File: src/rtl/rst_cause_pkg.sv
package rst_cause_pkg;
    localparam int FLAG_N   = 4;
    localparam int BIT_WDF  = 3;
    localparam int BIT_BRF  = 2;
    localparam int BIT_EXF  = 1;
    localparam int BIT_PWF  = 0;
    localparam int BIT_GP   = 6;

    typedef struct packed {
        logic [FLAG_N-1:0] flg;
        logic              gp;
    } cause_st_t;
endpackage

File: src/rtl/rc_wdt_pulse.sv
module rc_wdt_pulse (
    input  logic clk,
    input  logic por_evt,
    input  logic wdt_evt,
    output logic pulse
);
    typedef struct packed {
        logic prev;
        logic pls;
    } wp_st_t;

    wp_st_t st_d, st_q;

    always_comb begin
        st_d = st_q;
        if (por_evt) begin
            st_d.prev = 1'b0;
            st_d.pls  = 1'b0;
        end else begin
            st_d.prev = wdt_evt;
            st_d.pls  = wdt_evt & ~st_q.prev;
        end
    end

    always_ff @(posedge clk) begin
        st_q <= st_d;
    end

    assign pulse = st_q.pls;

    // never two consecutive pulse cycles
    a_r1_single_cycle: assert property (@(posedge clk) disable iff (por_evt)
        pulse |=> !pulse);
    // pulse follows a sampled rising edge of the strobe
    a_r1_from_edge: assert property (@(posedge clk) disable iff (por_evt)
        $rose(pulse) |-> $past(wdt_evt));
endmodule

File: src/rtl/rc_release_timer.sv
module rc_release_timer #(
    parameter int DELAY_CYC = 4096
) (
    input  logic clk,
    input  logic src_any,
    output logic rst_out
);
    localparam int CNT_W = $clog2(DELAY_CYC + 1);
    localparam logic [CNT_W-1:0] LOAD = CNT_W'(DELAY_CYC);

    typedef struct packed {
        logic [CNT_W-1:0] cnt;
        logic             rst;
    } rt_st_t;

    rt_st_t st_d, st_q;

    always_comb begin
        st_d = st_q;
        if (src_any) begin
            st_d.cnt = LOAD;
        end else if (st_q.cnt != '0) begin
            st_d.cnt = st_q.cnt - 1'b1;
        end
        st_d.rst = src_any | (st_q.cnt != '0);
    end

    always_ff @(posedge clk) begin
        st_q <= st_d;
    end

    assign rst_out = st_q.rst;

    // countdown reloads whenever a source is seen
    a_r9_reload: assert property (@(posedge clk)
        src_any |=> (st_q.cnt == LOAD) && rst_out);
    // reset only falls once the countdown is spent
    a_r9_release: assert property (@(posedge clk) disable iff (src_any)
        $fell(rst_out) |-> (st_q.cnt == '0));
    // counter never exceeds its load value
    a_r9_bound: assert property (@(posedge clk) disable iff (src_any)
        st_q.cnt <= LOAD);
endmodule

File: src/rtl/rc_cause_flags.sv
module rc_cause_flags
    import rst_cause_pkg::*;
(
    input  logic       clk,
    input  logic       por_evt,
    input  logic       bor_evt,
    input  logic       ext_evt,
    input  logic       wdt_set,
    input  logic       wr_en,
    input  logic [7:0] wr_data,
    output logic [7:0] rd_data
);
    cause_st_t st_d, st_q;
    logic [FLAG_N-1:0] set_v;
    logic [FLAG_N-1:0] clr_v;

    always_comb begin
        set_v          = '0;
        set_v[BIT_WDF] = wdt_set;
        set_v[BIT_BRF] = bor_evt;
        set_v[BIT_EXF] = ext_evt;
        set_v[BIT_PWF] = por_evt;
        clr_v = '0;
        for (int i = 0; i < FLAG_N; i++) begin
            clr_v[i] = wr_en & ~wr_data[i];
        end

        st_d = st_q;
        for (int i = 0; i < FLAG_N; i++) begin
            if (set_v[i])      st_d.flg[i] = 1'b1;
            else if (clr_v[i]) st_d.flg[i] = 1'b0;
        end
        if (wr_en) st_d.gp = wr_data[BIT_GP];

        if (por_evt) begin
            st_d.flg          = '0;
            st_d.flg[BIT_PWF] = 1'b1;
            st_d.gp           = 1'b0;
        end
    end

    always_ff @(posedge clk) begin
        st_q <= st_d;
    end

    always_comb begin
        rd_data         = '0;
        rd_data[3:0]    = st_q.flg;
        rd_data[BIT_GP] = st_q.gp;
    end

    // power-on leaves only its own flag
    a_r5_por_init: assert property (@(posedge clk)
        por_evt |=> (st_q.flg == 4'b0001) && !st_q.gp);
    // a set event always wins over a clear
    a_r7_set_wins: assert property (@(posedge clk) disable iff (por_evt)
        bor_evt |=> st_q.flg[BIT_BRF]);
    a_r4_ext_set: assert property (@(posedge clk) disable iff (por_evt)
        ext_evt |=> st_q.flg[BIT_EXF]);
    a_r4_wdt_set: assert property (@(posedge clk) disable iff (por_evt)
        wdt_set |=> st_q.flg[BIT_WDF]);
    // without a zero write, the power-on flag cannot fall
    a_r6_pwf_sticky: assert property (@(posedge clk) disable iff (por_evt)
        !(wr_en && !wr_data[BIT_PWF]) |=> $stable(st_q.flg[BIT_PWF]));
    // without a write, bit 6 holds
    a_r8_gp_hold: assert property (@(posedge clk) disable iff (por_evt)
        !wr_en |=> $stable(st_q.gp));
endmodule

File: src/rtl/rst_cause_ctrl.sv
module rst_cause_ctrl #(
    parameter int DELAY_CYC = 4096
) (
    input  logic       clk,
    input  logic       por_evt,
    input  logic       bor_evt,
    input  logic       ext_evt,
    input  logic       wdt_evt,
    input  logic       wr_en,
    input  logic [7:0] wr_data,
    output logic [7:0] rd_data,
    output logic       wdt_pulse,
    output logic       int_rst
);
    logic src_any;

    rc_wdt_pulse u_pulse (
        .clk     (clk),
        .por_evt (por_evt),
        .wdt_evt (wdt_evt),
        .pulse   (wdt_pulse)
    );

    assign src_any = por_evt | bor_evt | ext_evt | wdt_pulse;

    rc_release_timer #(.DELAY_CYC(DELAY_CYC)) u_timer (
        .clk     (clk),
        .src_any (src_any),
        .rst_out (int_rst)
    );

    rc_cause_flags u_flags (
        .clk     (clk),
        .por_evt (por_evt),
        .bor_evt (bor_evt),
        .ext_evt (ext_evt),
        .wdt_set (wdt_pulse),
        .wr_en   (wr_en),
        .wr_data (wr_data),
        .rd_data (rd_data)
    );

    // the falling edge of the watchdog pulse finds reset asserted
    a_r2_fall_holds: assert property (@(posedge clk) disable iff (por_evt)
        $fell(wdt_pulse) |-> int_rst);
    // flags do not change merely because reset is released
    a_r10_flags_keep: assert property (@(posedge clk) disable iff (por_evt)
        ($fell(int_rst) && !$past(wr_en) && !$past(bor_evt) && !$past(ext_evt))
        |-> $stable(rd_data));
endmodule

File: config.mk
export PLATFORM = sky130hd
export DESIGN_NAME = rst_cause_ctrl
export DESIGN_NICKNAME = d
export VERILOG_FILES = /design/src/rtl/rst_cause_pkg.sv /design/src/rtl/rc_wdt_pulse.sv /design/src/rtl/rc_release_timer.sv /design/src/rtl/rc_cause_flags.sv /design/src/rtl/rst_cause_ctrl.sv
export SDC_FILE = /design/constraint.sdc
export NUM_CORES = 1
export LEC_CHECK = 0
export ABC_CLOCK_PERIOD_IN_PS = 2100
export BUFFER_PORTS_ARGS = -buffer_cell sky130_fd_sc_hd__buf_4
export CAP_MARGIN = 0
export CORE_ASPECT_RATIO = 1.2
export CORE_MARGIN = 3
export CORE_UTILIZATION = 46
export CTS_CLUSTER_DIAMETER = 30
export DETAILED_ROUTE_END_ITERATION = 6
export PLACE_DENSITY = 0.82
export SYNTH_ARGS = -nofsm -noshare
export SYNTH_HDL_FRONTEND = slang
export SYNTH_SLANG_ARGS = --single-unit
File: constraint.sdc
create_clock -name clk -period 2.1 [get_ports clk]
set_clock_uncertainty 0.2 [all_clocks]
set_input_delay 0.42 -clock clk [delete_from_list [all_inputs] [get_ports clk]]
set_output_delay 0.42 -clock clk [all_outputs]
set_load 0.02 [all_outputs]
==> key figures, run 1 <==
Status
  • Outcome: completed

Global route
  • Largest net degree at the start of global routing: 13
  • Global-route wire length before repair: 2990 um
  • All-layer global routing usage: 15.7%
  • Vias in the first global route: 730
  • GRT overflow: 0
  • Initial antenna violation count: 0

Die
  • Die H: 55.0 um
  • Core area: 1870 um2
  • Full die area: 2570 um2
  • Die Width: 46.8 um
  • Row count: 17
  • Initial Utilization: 49.1%
  • I/O Pins: 24

Clock tree
  • TritonCTS Buffers: 3
  • Clock transition at the registers of the reported paths: 120 ps
  • Clk sink count: 21
  • Worst-skew pair later-pin latency: 300 ps
  • H-tree Lvls: 1
  • CTS Root Cell: clkbuf_4
  • TritonCTS clock tree: built
  • Post-CTS Setup Inserts: 0
  • CTS Buffer Depth: 2

STA
  • PnR worst setup slack: 91.1 ps
  • Period utilisation layout: 95.7%
  • Max-slew headroom at the worst pin: 62.8%
  • Final slew viol count: 0
  • Endpoints failing setup: 0
  • Tmin final: 2010 ps
  • Fin. Hold Viols: 0
  • Sum of negative setup slack: 0 ps
  • Max Freq: 498 MHz
  • Slew @ Worst Pin: 554 ps

Setup path
  • CP bufs+invs: 1
  • Critical path, cell by cell: inv_1 > ha_2 > or3b_4 > nor4_4 > xnor2_1 > nor2_1
  • WP data arrival: 1990 ps
  • Maximum fanout along the worst path: 5
  • Max stage delay on crit path: 410 ps
  • Flop2flop setup slack: 90 ps
  • Worst EP required: 2080 ps
  • CP delay by family, top: simple AND/OR/NAND/NOR gates
  • Endpoint class of the critical path: flop
  • RR Startpoint: u_timer.st_q[1]
  • Stages on the worst setup path: 6
  • R2R depth: 6
  • Crit-path slowest cell: nor4_4
  • Crit path launch type: flop
  • Critical path class: flop to flop
  • Worst Setup SP: u_timer.st_q[1]

Routing
  • Antenna Nets Post-Route: 0
  • Drt pass-1 iters: 4
  • Via Count: 780
  • Drt drc: 0
  • Number of DRC markers in iteration 0: 12
  • WL/cell: 12.5 um
  • Routed WL: 1760 um
  • Number of vias per cell: 5.57

Synthesis
  • EDFF count, synth: 0
  • Main synth FF type: dfxtp_1
  • Synthesized cell area: 920 um2
  • Avg Synthesized Cell Area: 9.20 um2
  • Seq/Total Area, Yosys: 45.7%
  • Yosys cell types: 32
  • Syn Inst Count: 100
  • FFs w/ async S/R, synth: 0%
  • Synthesis Warnings: 0
  • #FFs+latches synth: 21

Pwr
  • Comb pwr share: 22.3%
  • Pwr/cell area: 725 nW/um2
  • Maximum vdd drop: 457 uV
  • Switching share of total power: 28.2%
  • Clock share of power: 23.6%
  • Seq pwr share: 54.1%
  • Internal power: 0.578 mW
  • Sw Pwr: 0.227 mW
  • Overall Power: 0.805 mW
  • Leakage: 0.482 nW

Job
  • Max-cap viol count: 0

Placed design
  • Hpwl dp: 1320 um
  • Buffers on Ports: 17
  • Placed cells: 136
  • Setup WS pre-CTS: 68.4 ps
  • GPL Wtd Cong: 0.865

Min path
  • Worst Hold Class: input port to flop
  • HP Start: por_evt
  • Worst Hold Depth: 2

Layout
  • Most frequent cells in the layout: 21 x dfxtp_1, 19 x buf_4, 12 x a21oi_1, 10 x nor2_1
  • Fill count: 165
  • Cell Count, Final, Fillers Out: 140
  • Layout cells sized above 1: 27.3%
  • Register area: 420 um2
  • P&R area growth vs syn: 20.7%
  • Multi-input gate area: 488 um2
  • Fin nets: 137
  • Commonest non-fill, non-tap cell in the layout: dfxtp_1
  • Diode count: 0
  • Finished Core Util: 59.3%
[worst reg2reg max path, stage by stage (launching register included)]
cell	delay, ps
dfxtp_1	340
inv_1	100
ha_2	220
or3b_4	400
nor4_4	410
xnor2_1	170
nor2_1	60
[flip-flops by register name, indices dropped and copies added (netlist names)]
name / count
u_pulse.pulse: 1
u_pulse.st_q: 1
u_timer.st_q: 13
u_flags.rd_data: 5
u_timer.rst_out: 1
[cell families (layout without fill, tap and decap cells)]
family / count (synthesis) / count (layout) / synth area share [%]
and+or+nand+nor: 44 / 44 / 29.3
AOI/OAI and AO/OA: 24 / 24 / 16.5
DFF: 21 / 21 / 45.7
buffers and inverters: 6 / 25 / 3.81
xor gates and xnor gates: 2 / 2 / 1.91
adders and majority gates: 1 / 1 / 1.36
other: 1 / 3 / 0.408
muxes: 1 / 1 / 1.09
[routing by layer]
| metal | part of all wire, % | track usage [%] | vias to the layer above |
|---|---|---|---|
| met4 | 0 | 5.07 | 0 |
| li1 | - | - | 401 |
| met3 | 4.3 | 3.88 | 0 |
| met5 | 0 | 0 | - |
| met1 | 45 | 19.6 | 358 |
| met2 | 50 | 26.2 | 21 |
[metrics by stage]
step	cell area, um2	hold slack, ps
global placement	1070	174
finish	1110	122
floorplan	927	167
detailed placement	1070	181
CTS	1090	121
global route	1110	112
[power groups by stage]
stage | clock [mW] | combinational (mW) | sequential [mW]
4_1_cts | 0.197 | 0.172 | 0.435
6_report | 0.190 | 0.180 | 0.436
3_3_place_gp | 0 | 0.168 | 0.442
2_1_floorplan | 0 | 0.112 | 0.449
3_5_place_dp | 0 | 0.171 | 0.443
5_1_grt | 0.217 | 0.200 | 0.439
[synthesized netlist by cell type (2+ instances only)]
library cell / n / area [um2]
or4_1: 2 / 15.0
a21oi_1: 12 / 60.1
nor2b_1: 2 / 12.5
o21ai_0: 2 / 10.0
nor3b_1: 2 / 15.0
nand2_1: 5 / 18.8
buf_4: 3 / 22.5
or4_4: 2 / 22.5
or2_2: 2 / 12.5
xnor2_1: 2 / 17.5
nor3_1: 2 / 10.0
or3_1: 4 / 25.0
dfxtp_1: 21 / 420
nand2b_1: 5 / 31.3
nand4_1: 2 / 12.5
inv_1: 2 / 7.51
nor4_1: 3 / 18.8
o31ai_1: 4 / 30.0
nor2_1: 10 / 37.5
[worst paths after layout]
check,endpoint
max,u_timer.st_q[1]
min,u_flags.rd_data[3]
max reg2reg,u_timer.st_q[1]
min reg2reg,u_pulse.pulse
[area by class of cell]
cell class | count | area share, %
Timing Repair Buffer | 19 | 12.9
Sequential cell | 21 | 37.9
Multi-Input combinational cell | 75 | 44.0
Clock buffer | 3 | 2.03
Clock inverter | 1 | 0.451
Inverter | 2 | 0.676
Tap cell | 19 | 2.14
[what timing repair did]
action / 4_1_cts / 5_1_grt
hold buffers: 0 / 0
endpoints found under the setup margin: 0 / 7
gates resized for setup: 0 / 5
Power figures use the tool's default switching activity.
==> run 2, diff against run 1 <==
--- a/config.mk
+++ b/config.mk
@@ -10,10 +10,10 @@
 export CAP_MARGIN = 0
 export CORE_ASPECT_RATIO = 1.2
 export CORE_MARGIN = 3
-export CORE_UTILIZATION = 46
+export CORE_UTILIZATION = 50
 export CTS_CLUSTER_DIAMETER = 30
 export DETAILED_ROUTE_END_ITERATION = 6
-export PLACE_DENSITY = 0.82
+export PLACE_DENSITY = 0.87
 export SYNTH_ARGS = -nofsm -noshare
 export SYNTH_HDL_FRONTEND = slang
 export SYNTH_SLANG_ARGS = --single-unit
==> key figures, run 2 (synthesized netlist as in run 1, its figures left out) <==
Setup path
  • Endpoint class of the critical path: flop
  • Critical path class: flop to flop
  • WP data arrival: 1990 ps (about the same)
  • Worst EP required: 2130 ps (+50 ps)
  • Crit path launch type: flop
  • R2R depth: 4 (-2)
  • Worst r2r dst: u_timer.st_q[10]
  • Maximum fanout along the worst path: 6 (+1)
  • RR Startpoint: u_timer.st_q[3]
  • Flop2flop setup slack: 140 ps (+50 ps)

Layout
  • Fill count: 142 (-14%)
  • Finished Core Util: 65.4% (+6.1 points)
  • Layout cells sized above 1: 25.8% (-1.4 points)
  • Diode count: 0 (unchanged)
  • Commonest non-fill, non-tap cell in the layout: dfxtp_1
  • P&R area growth vs syn: 19.6%
  • Max FFs per register: 13 (unchanged)
  • Fin nets: 136 (-0.73%)
  • Cell Count, Final, Fillers Out: 138 (-1.4%)
  • Most frequent cells in the layout: 21 x dfxtp_1, 18 x buf_4, 12 x a21oi_1, 10 x nor2_1
  • Design area: 1100 um2 (-0.90%)
  • Multi-input gate area: 488 um2 (unchanged)
  • Reg with most FFs: u_timer.st_q
  • Register area: 420 um2 (unchanged)

Min path
  • Worst Hold Depth: 2 (unchanged)
  • HP Start: por_evt
  • Hold Path Sink: u_flags.rd_data[2]
  • Worst Hold Class: input port to flop

Clock tree
  • CTS resizes: 0 (unchanged)
  • Hold buffer count at cts: 0 (unchanged)
  • Clock transition at the registers of the reported paths: 110 ps (about the same)
  • Worst-skew pair later-pin latency: 300 ps (about the same)
  • Post-CTS Setup Inserts: 0 (unchanged)
  • TritonCTS clock tree: built
  • CTS Root Cell: clkbuf_4
  • TritonCTS Buffers: 3 (unchanged)
  • H-tree Lvls: 1 (unchanged)
  • Clk sink count: 21 (unchanged)
  • CTS Buffer Depth: 2 (unchanged)

Global route
  • All-layer global routing usage: 18.4% (+2.7 points)
  • GRT overflow: 0 (unchanged)
  • Global-route wire length before repair: 3160 um (+5.5%)
  • Largest net degree at the start of global routing: 13 (unchanged)
  • Initial antenna violation count: 0 (unchanged)
  • Vias in the first global route: 793 (+8.6%)

Die
  • Die Width: 45.2 um (-3.6%)
  • Row count: 16 (-1)
  • Die H: 53.0 um (-3.6%)
  • Core area: 1680 um2 (-10%)
  • Initial Utilization: 54.7% (+5.6 points)
  • Full die area: 2390 um2 (-7.1%)
  • I/O Pins: 24 (unchanged)

Placed design
  • Buffers on Ports: 17 (unchanged)
  • Placed cells: 134 (-1.5%)
  • Setup WS pre-CTS: 80.5 ps (+12.0 ps)
  • Hpwl dp: 1410 um (+7.0%)
  • DP Area: 1060 um2 (-0.82%)
  • GPL Wtd Cong: 0.855 (-1.1%)

Routing
  • Drt drc: 0 (unchanged)
  • Number of vias per cell: 5.75 (+3.3%)
  • WL/cell: 13.4 um (+6.8%)
  • Number of DRC markers in iteration 0: 13 (+1)
  • Routed WL: 1850 um (+5.2%)
  • Antenna Nets Post-Route: 0 (unchanged)
  • Via Count: 794 (+1.8%)
  • Drt pass-1 iters: 4 (unchanged)

Status
  • Outcome: completed

STA
  • Max-slew headroom at the worst pin: 56.7% (-6.1 points)
  • Max Freq: 511 MHz (+2.6%)
  • Endpoints failing setup: 0 (unchanged)
  • PnR worst setup slack: 142 ps (+51.1 ps)
  • Period utilisation layout: 93.2% (-2.4 points)
  • Fin. Hold Viols: 0 (unchanged)
  • Tmin final: 1960 ps (-51.1 ps)
  • Final slew viol count: 0 (unchanged)
  • Sum of negative setup slack: 0 ps (unchanged)
  • RSZ-0062 raised after global routing: no
  • Slew @ Worst Pin: 644 ps (+89.8 ps)

Pwr
  • Maximum vdd drop: 404 uV (-11%)
  • Pwr/cell area: 732 nW/um2 (+0.88%)
  • Leakage: 0.474 nW (-1.6%)

Job
  • Max-cap viol count: 0 (unchanged)
run 2: worst max-delay path by stage:
| stage | startpoint | endpoint | slack, ps |
|---|---|---|---|
| after floorplan | u_timer.st_q[1] | u_timer.st_q[6] | 200 |
| after detailed placement | u_timer.st_q[1] | u_timer.st_q[6] | 80 |
| after CTS | u_timer.st_q[1] | u_timer.st_q[9] | 50 |
| after global placement | u_timer.st_q[1] | u_timer.st_q[6] | 100 |
| after global routing | u_timer.st_q[1] | u_timer.st_q[9] | 7 |
| final | u_timer.st_q[3] | u_timer.st_q[10] | 140 |
run 2: worst max-delay path: stages (launching register included):
cell	delay (ps)
dfxtp_1	380
or4_4	540
a211o_1	330
or3_1	310
a21oi_1	130
run 2: layout make-up:
cell class	instances	area share (%)
clock buffer	4	2.39
inverter	2	0.683
multi-input combinational	75	44.4
sequential	21	38.2
tap	18	2.05
timing repair buffer	18	12.3
run 2: report_power, final:
group / internal [mW] / switching (mW) / total (mW)
Combinational: 0.0862 / 0.0918 / 0.178
Clock: 0.0741 / 0.117 / 0.191
Sequential: 0.418 / 0.0175 / 0.436
Total: 0.578 / 0.226 / 0.805
run 2: per-layer routing:
| metal | up-vias | wire, um | GRT usage, % |
|---|---|---|---|
| met5 | - | 0 | 0 |
| met4 | 0 | 54 | 10.7 |
| met3 | 7 | 102 | 5.10 |
| met2 | 28 | 893 | 31.4 |
| met1 | 358 | 797 | 19.7 |
| li1 | 401 | - | - |
run 2: stage by stage:
stage	hold slack [ps]	power [mW]
2_1_floorplan	167	0.562
3_3_place_gp	172	0.606
3_5_place_dp	172	0.612
4_1_cts	121	0.800
5_1_grt	108	0.857
6_report	123	0.805
==> run 3, diff against run 2 <==
--- a/config.mk
+++ b/config.mk
@@ -14,6 +14,7 @@
 export CTS_CLUSTER_DIAMETER = 30
 export DETAILED_ROUTE_END_ITERATION = 6
 export PLACE_DENSITY = 0.87
+export SETUP_SLACK_MARGIN = 0.2
 export SYNTH_ARGS = -nofsm -noshare
 export SYNTH_HDL_FRONTEND = slang
 export SYNTH_SLANG_ARGS = --single-unit
==> key figures, run 3 (synthesized netlist as in run 1, its figures left out) <==
Layout
  • Diode count: 0 (unchanged)
  • Max FFs per register: 13 (unchanged)
  • P&R area growth vs syn: 27.8%
  • Fill count: 139 (-2.1%)
  • Reg with most FFs: u_timer.st_q
  • Multi-input gate area: 508 um2 (+4.1%)
  • Most frequent cells in the layout: 23 x buf_4, 16 x dfxtp_1, 11 x a21oi_1, 10 x nor2_1
  • Commonest non-fill, non-tap cell in the layout: buf_4
  • Register area: 427 um2 (+1.5%)
  • Fin nets: 142 (+4.4%)
  • Layout cells sized above 1: 36.5% (+11 points)

Clock tree
  • CTS Buffer Depth: 2 (unchanged)
  • TritonCTS clock tree: built
  • TritonCTS Buffers: 3 (unchanged)
  • Clk sink count: 21 (unchanged)
  • CTS Root Cell: clkbuf_4
  • Worst-skew pair later-pin latency: 300 ps (about the same)
  • Clock transition at the registers of the reported paths: 110 ps (about the same)
  • H-tree Lvls: 1 (unchanged)
  • Hold buffer count at cts: 0 (unchanged)

Pwr
  • Pwr/cell area: 705 nW/um2 (-3.6%)
  • Overall Power: 0.828 mW (+3.0%)
  • Maximum vdd drop: 430 uV (+6.4%)
  • Leakage: 0.512 nW (+7.9%)

Die
  • I/O Pins: 24 (unchanged)
  • Full die area: 2390 um2 (unchanged)
  • Die H: 53.0 um (unchanged)
  • Row count: 16 (unchanged)
  • Core area: 1680 um2 (unchanged)
  • Initial Utilization: 54.7% (unchanged)
  • Die Width: 45.2 um (unchanged)

Setup path
  • Crit path launch type: flop
  • Endpoint class of the critical path: flop
  • Flop2flop setup slack: 210 ps (+60 ps)
  • Critical path class: flop to flop
  • R2R depth: 4 (unchanged)
  • RR Startpoint: u_timer.st_q[2]
  • WP data arrival: 1930 ps (-60 ps)
  • Worst EP required: 2130 ps (about the same)
  • Worst r2r dst: u_timer.st_q[10]
  • Maximum fanout along the worst path: 4 (-2)

STA
  • Max Freq: 528 MHz (+3.3%)
  • Fin. Hold Viols: 0 (unchanged)
  • Period utilisation layout: 90.2% (-3.0 points)
  • Max-slew headroom at the worst pin: 59.4% (+2.7 points)
  • Sum of negative setup slack: 0 ps (unchanged)
  • Final slew viol count: 0 (unchanged)
  • Tmin final: 1890 ps (-62.8 ps)
  • Endpoints failing setup: 0 (unchanged)
  • Slew @ Worst Pin: 604 ps (-39.4 ps)
  • RSZ-0062 raised after global routing: yes

Global route
  • GRT overflow: 0 (unchanged)
  • Global-route wire length before repair: 3260 um (+3.0%)
  • Largest net degree at the start of global routing: 13 (unchanged)
  • All-layer global routing usage: 18.9% (+0.48 points)
  • Initial antenna violation count: 0 (unchanged)
  • Vias in the first global route: 811 (+2.3%)

Status
  • Outcome: completed

Routing
  • Number of vias per cell: 5.74 (-0.18%)
  • Number of DRC markers in iteration 0: 9 (-4)
  • DR WL met2: 1010 um (+13%)
  • Wire length on met3: 84 um (-18%)
  • Drt pass-1 iters: 4 (unchanged)
  • Drt drc: 0 (unchanged)
  • Via Count: 827 (+4.2%)
  • WL/cell: 14.0 um (+4.9%)
  • Antenna Nets Post-Route: 0 (unchanged)
  • Routed WL: 2020 um (+9.4%)
  • Uppermost layer routed: met4
  • Wire length on met1: 854 um (+7.2%)

Min path
  • Worst Hold Class: input port to flop
  • Worst Hold Depth: 2 (unchanged)
  • Hold Path Sink: u_flags.rd_data[1]
  • HP Start: por_evt

Job
  • Max-cap viol count: 0 (unchanged)

Placed design
  • GPL Wtd Cong: 0.855 (unchanged)
  • Buffers on Ports: 17 (unchanged)
  • Hpwl dp: 1410 um (unchanged)
-- run 3: cell count changes in the layout (fill, tap and decap cells not counted), sizes merged --
cell  change
buf       +6
-- run 3: routing by layer --
metal | vias to the layer above | track usage (%)
met3 | 9 | 4.42
li1 | 417 | -
met4 | 0 | 10.2
met2 | 25 | 33.3
met5 | - | 0
met1 | 376 | 20.1
-- run 3: worst max-delay path by stage --
stage,start,cells after the start,to
after global placement,u_timer.st_q[1],6,u_timer.st_q[6]
after floorplan,u_timer.st_q[1],6,u_timer.st_q[6]
final,u_timer.st_q[2],4,u_timer.st_q[10]
after CTS,u_timer.st_q[8],4,u_timer.st_q[10]
after global routing,u_timer.st_q[2],4,u_timer.st_q[10]
after detailed placement,u_timer.st_q[1],6,u_timer.st_q[6]
-- run 3: where the power goes --
part | internal, mW | total [mW] | switching, mW
sequential | 0.419 | 0.436 | 0.0176
clock | 0.0740 | 0.189 | 0.115
combinational | 0.102 | 0.203 | 0.101
-- run 3: stage by stage --
stage                     util, %  instance area, um2  hold WS [ps]  cells  setup WS [ps]
final                        69.9                1170           128    144            205
after global routing         69.9                1170           108    144            124
after CTS                    67.3                1130           121    141            190
after detailed placement     62.9                1060           172    134           80.5
after global placement       62.9                1060           172    134           98.9
after floorplan                 -                 927           167    102            203
-- run 3: critical path, stage by stage, from the launching register on --
cell	delay (ps)
dfxtp_2	360
or4_4	550
a211o_1	300
or3_1	300
a21oi_1	110
-- run 3: area by class of cell --
type,count,share of cell area (%)
Timing Repair Buffer,24,15.7
Clock buffer,4,2.24
Multi-Input combinational cell,75,43.2
Sequential cell,21,36.3
Tap cell,18,1.92
Inverter,2,0.639
-- run 3: timing repair --
action,in CTS,in global routing
buffers inserted,3,3
endpoints found under the setup margin,11,11
pin swaps,5,5
gates resized for setup,9,7
